$ cat src/rtl/mid_access_filter.sv
module mid_access_filter #(
  parameter int AW = 32,
  parameter int NREG = 4,
  parameter int NSLV = 8,
  parameter logic [NSLV-1:0] SECURE_MAP = 8'hC0,
  localparam int SW = $clog2(NSLV),
  localparam int RW = (NREG > 1) ? $clog2(NREG) : 1
) (
  input  logic            clk,
  input  logic            rst_n,
  input  logic            m_valid,
  input  logic            m_id,
  input  logic [AW-1:0]   m_addr,
  output logic            m_ready,
  output logic            m_err,
  output logic [NSLV-1:0] s_sel,
  input  logic            cfg_wr,
  input  logic            cfg_id,
  input  logic [RW-1:0]   cfg_idx,
  input  logic [1:0]      cfg_field,
  input  logic [AW-1:0]   cfg_wdata,
  output logic            cfg_err,
  output logic            viol_flag,
  output logic            viol_id,
  output logic [AW-1:0]   viol_addr
);

  typedef enum logic [1:0] {RSP_IDLE, RSP_ERR1, RSP_ERR2} rsp_t;

  rsp_t            rsp_q;
  logic [AW-1:0]   base_q [NREG];
  logic [AW-1:0]   mask_q [NREG];
  logic [NREG-1:0] en_q;
  logic            lock_q;
  logic [NREG-1:0] hit;
  logic [SW-1:0]   slv_idx;
  logic            is_secure, allowed, accept, deny, cfg_ok;

  for (genvar g = 0; g < NREG; g++) begin : g_win
    assign hit[g] = en_q[g] && (((m_addr ^ base_q[g]) & mask_q[g]) == '0);
  end

  assign slv_idx   = m_addr[AW-1 -: SW];
  assign is_secure = SECURE_MAP[slv_idx];
  assign allowed   = m_id || ((|hit) && !is_secure);
  assign m_ready   = (rsp_q != RSP_ERR1);
  assign m_err     = (rsp_q != RSP_IDLE);
  assign accept    = m_valid && m_ready;
  assign deny      = accept && !allowed;
  assign s_sel     = (accept && allowed) ? (NSLV'(1) << slv_idx) : '0;
  assign cfg_ok    = cfg_wr && cfg_id && !lock_q;

  always_ff @(posedge clk or negedge rst_n) begin
    if (!rst_n) begin
      rsp_q <= RSP_IDLE;
    end else if (deny) begin
      rsp_q <= RSP_ERR1;
    end else if (rsp_q == RSP_ERR1) begin
      rsp_q <= RSP_ERR2;
    end else begin
      rsp_q <= RSP_IDLE;
    end
  end

  always_ff @(posedge clk or negedge rst_n) begin
    if (!rst_n) begin
      en_q    <= '0;
      lock_q  <= 1'b0;
      cfg_err <= 1'b0;
      for (int i = 0; i < NREG; i++) begin
        base_q[i] <= '0;
        mask_q[i] <= '0;
      end
    end else begin
      cfg_err <= cfg_wr && !cfg_ok;
      if (cfg_ok) begin
        if (cfg_field == 2'd3) begin
          lock_q <= cfg_wdata[0];
        end
        for (int i = 0; i < NREG; i++) begin
          if (cfg_idx == RW'(i)) begin
            case (cfg_field)
              2'd0:    base_q[i] <= cfg_wdata;
              2'd1:    mask_q[i] <= cfg_wdata;
              2'd2:    en_q[i]   <= cfg_wdata[0];
              default: ;
            endcase
          end
        end
      end
    end
  end

  always_ff @(posedge clk or negedge rst_n) begin
    if (!rst_n) begin
      viol_flag <= 1'b0;
      viol_id   <= 1'b0;
      viol_addr <= '0;
    end else if (deny && !viol_flag) begin
      viol_flag <= 1'b1;
      viol_id   <= m_id;
      viol_addr <= m_addr;
    end
  end

endmodule


$ cat config.mk
export PLATFORM = sky130hd
export DESIGN_NAME = mid_access_filter
export DESIGN_NICKNAME = d
export VERILOG_FILES = /design/src/rtl/mid_access_filter.sv
export SDC_FILE = /design/constraint.sdc
export NUM_CORES = 1
export LEC_CHECK = 0
export BUFFER_PORTS_ARGS = -buffer_cell sky130_fd_sc_hd__buf_2
export CORE_UTILIZATION = 35
export DETAILED_ROUTE_END_ITERATION = 10
export GPL_TIMING_DRIVEN = 0
export PLACE_DENSITY_LB_ADDON = 0.08
export SLEW_MARGIN = 20
export SYNTH_ARGS = -nofsm -noshare
export SYNTH_HDL_FRONTEND = slang
export SYNTH_SLANG_ARGS = --single-unit
$ cat constraint.sdc
create_clock -name clk -period 2.75 [get_ports clk]
set_input_delay 0.55 -clock clk [delete_from_list [all_inputs] [get_ports clk]]
set_output_delay 0.55 -clock clk [all_outputs]
set_load 0.05 [all_outputs]
==> results.json <==
{
  "outcome": "complete, but fails checks",
  "violations": "negative setup slack",
  "p_total_mw": 9.28,
  "die_w_um": 197,
  "reg2reg_from": "base_q[39]$_DFFE_PN0P_",
  "synthCells": 994,
  "yosys_warnings": 0,
  "required_ps": 2200,
  "setup_ws_ps": -743,
  "grt_usage_pct": 22.3,
  "worst_ep_arrival_time_ps": 2940,
  "cts_made_buffers": 35,
  "grt_pass1_vias": 8750,
  "cp-endpoint": "s_sel[2]",
  "synth_area_leaders": "dfrtp_1, mux2_2, xor2_1",
  "crit_path_cell_trace": "xor2_1, a22oi_2, nand4_1, nor4_2, a22oi_2, a21oi_4, buf_4, o2111a_1, buf_6",
  "final_util_pct": 42.1,
  "finClkSkew_ps": 13.6,
  "drc": 0,
  "synth_area_leader_cell": "dfrtp_1",
  "hold_viol": 0,
  "ant_nets": 0,
  "clockBufferDepth": 3,
  "synthArstFlopShare_pct": 100,
  "synthDistinctLibCells": 38,
  "r2r_cells": 9,
  "insertion_delay_ps": 520,
  "fmax_ghz": 0.286,
  "fin_crit_sh_pct": 127,
  "path_max_fanout": 4,
  "worst_pin_slew_ps": 1120,
  "final_common_cell": "dfrtp_1",
  "synth_fp_nets": 1068,
  "max_stage_delay_ps": 380,
  "core.rowCount": 71,
  "final_cell_mix": "dfrtp_1, mux2_2, xor2_1",
  "worstSetupStartpointType": "register",
  "ioPinCount": 119,
  "path_class": "register to output port",
  "gp_congestion": 0.862,
  "critical_path_buf_inv_count": 2,
  "crit_path_start": "base_q[39]$_DFFE_PN0P_",
  "finalSetupViolations": 6,
  "finalMaxSlewViolations": 0,
  "crit_cells": 9,
  "vias_per_cell": 5.13,
  "end_kind": "output port",
  "port_buffers": 85,
  "critPathTopFamily": "compound AO/OA/AOI/OAI gates",
  "dieArea_um2": 38900,
  "synth_top_area_share_pct": 55.8,
  "fill_cells": 3641,
  "grt_pass1_wl_um": 61800,
  "antenna_found_initial": 2,
  "core_area_um2": 37600,
  "overflow": 0,
  "hold_path.class": "input port to register",
  "min_period_ps": 3490,
  "antenna_cells": 0,
  "path_clk_slew_ps": 50,
  "dp_hpwl_um": 29600,
  "p_leak_nw": 8.09,
  "drt_first_iter_violations": 406,
  "power_density_nw_per_um2": 587,
  "syn_area_um2": 13400,
  "r2r_slack_ps": 150,
  "relSlewSlack_pct": 25.2,
  "drt-wirelength-per-cell_um": 25.4,
  "tns_ps": -4230,
  "grt_max_degree": 92,
  "final_layout_size_suffix_gt1_share_pct": 42.2,
  "dr.pass1.iters": 7,
  "ys_seq_area_share_pct": 55.8,
  "start_util_pct": 35.5,
  "rsz0062_at_grt": "true",
  "peakVddDrop_uv": 342,
  "num_vias": 8463,
  "cp_slowest_cell": "dfrtp_1",
  "clockRootBuffer": "clkbuf_16",
  "drt-total-wl_um": 42000,
  "h-tree-depth": 2,
  "numClockSinks": 298,
  "worstReg2RegEnd": "viol_addr[17]$_DFFE_PN0P_",
  "cap_violations": 0,
  "cp_common_cell": "a22oi_2",
  "postSynthAreaPerCell_um2": 13.4,
  "nets": 1197,
  "ys.flop_type": "dfrtp_1",
  "die_height_um": 197,
  "synth_enable_flop_cells": 0,
  "synth_seq_cells": 298,
  "tritoncts": "yes",
  "syn2layout_area_growth_pct": 18.3
}
[per-layer routing]
metal  share of wire, %  track usage [%]  up-vias
met4                2.2             5.86        2
met5              0.021                0        -
met2                 47             35.7      166
met1                 48             31.6     4452
met3                3.6             3.36       49
li1                   -                -     3794
[worst reg2reg max path, stage by stage (launching register included)]
cell,delay [ps]
dfrtp_1,380
xor2_1,160
a22oi_2,360
nand4_1,210
nor4_2,320
a22oi_2,200
a21oi_4,280
buf_4,140
buf_2,270
o32ai_1,130
[synthesized netlist by cell type, types with 2 or more instances]
master	count
o2111a_1	4
buf_1	13
nor4_1	4
clkbuf_1	12
buf_2	36
dfrtp_1	298
mux2_1	2
xor2_1	128
inv_1	35
a222oi_1	4
a22oi_1	58
o211a_1	2
nand4_1	16
o32ai_1	31
nor3_1	4
nor2b_1	2
nand3_1	3
nand2_1	45
nand2b_1	3
buf_6	9
mux2_2	258
nor2_1	11
[repair_timing]
item                       in CTS  in global routing
buffers inserted                3                  0
hold endpoints to repair        4                  0
setup endpoints to repair      41                 29
gates resized for setup        38                 16
hold buffers                    1                  0
pin swaps                      12                  4
[layout make-up]
| cell class | instances | area [µm²] | area share, % |
|---|---|---|---|
| Sequential cell | 298 | 7460 | 47.2 |
| Multi-Input combinational cell | 589 | 5540 | 35.1 |
| Clock buffer | 50 | 1010 | 6.41 |
| Tap cell | 511 | 639 | 4.05 |
| Timing Repair Buffer | 92 | 592 | 3.75 |
| Buffer | 72 | 400 | 2.53 |
| Inverter | 35 | 131 | 0.831 |
| Clock inverter | 3 | 26.3 | 0.166 |
[report_power, final]
group / internal [mW] / switching (mW)
clock network: 2.54 / 1.79
registers: 4.41 / 0.0137
logic: 0.145 / 0.377
total: 7.09 / 2.19
[registers in the layout (all words and copies together), names as in the netlist]
name	count
en_q	4
viol_id	1
mask_q	128
cfg_err	1
rsp_q	2
lock_q	1
viol_addr	32
viol_flag	1
base_q	128
[worst min-delay path by stage]
stage | cells after the start | end | from | slack, ps
4_1_cts | 2 | cfg_err$_DFF_PN0_ | cfg_id | 200
3_5_place_dp | 1 | viol_id$_DFFE_PN0P_ | viol_id$_DFFE_PN0P_ | 480
3_3_place_gp | 1 | viol_id$_DFFE_PN0P_ | viol_id$_DFFE_PN0P_ | 470
6_report | 2 | cfg_err$_DFF_PN0_ | cfg_id | 230
2_1_floorplan | 0 | base_q[0]$_DFFE_PN0P_ | rst_n | 250
5_1_grt | 2 | cfg_err$_DFF_PN0_ | cfg_id | 230
[logic make-up after synthesis]
family / Yosys count / share of synthesized area, %
mux: 260 / 21.9
flops: 298 / 55.8
compound gates: 105 / 6.47
simple gates: 96 / 3.47
xor+xnor: 128 / 8.40
buf+inv: 107 / 3.89
[through the flow]
step                      setup WS, ps  hold slack, ps  cell area [µm²]  std cells
final                             -743             229            15800       1650
after detailed placement         -1230             479            14500       1593
after global placement           -5020             470            14400       1590
after floorplan                  -79.9             254            13400        994
after global routing              -788             228            15800       1650
after CTS                         -798             203            15800       1650
Power figures use the tool's default switching activity.
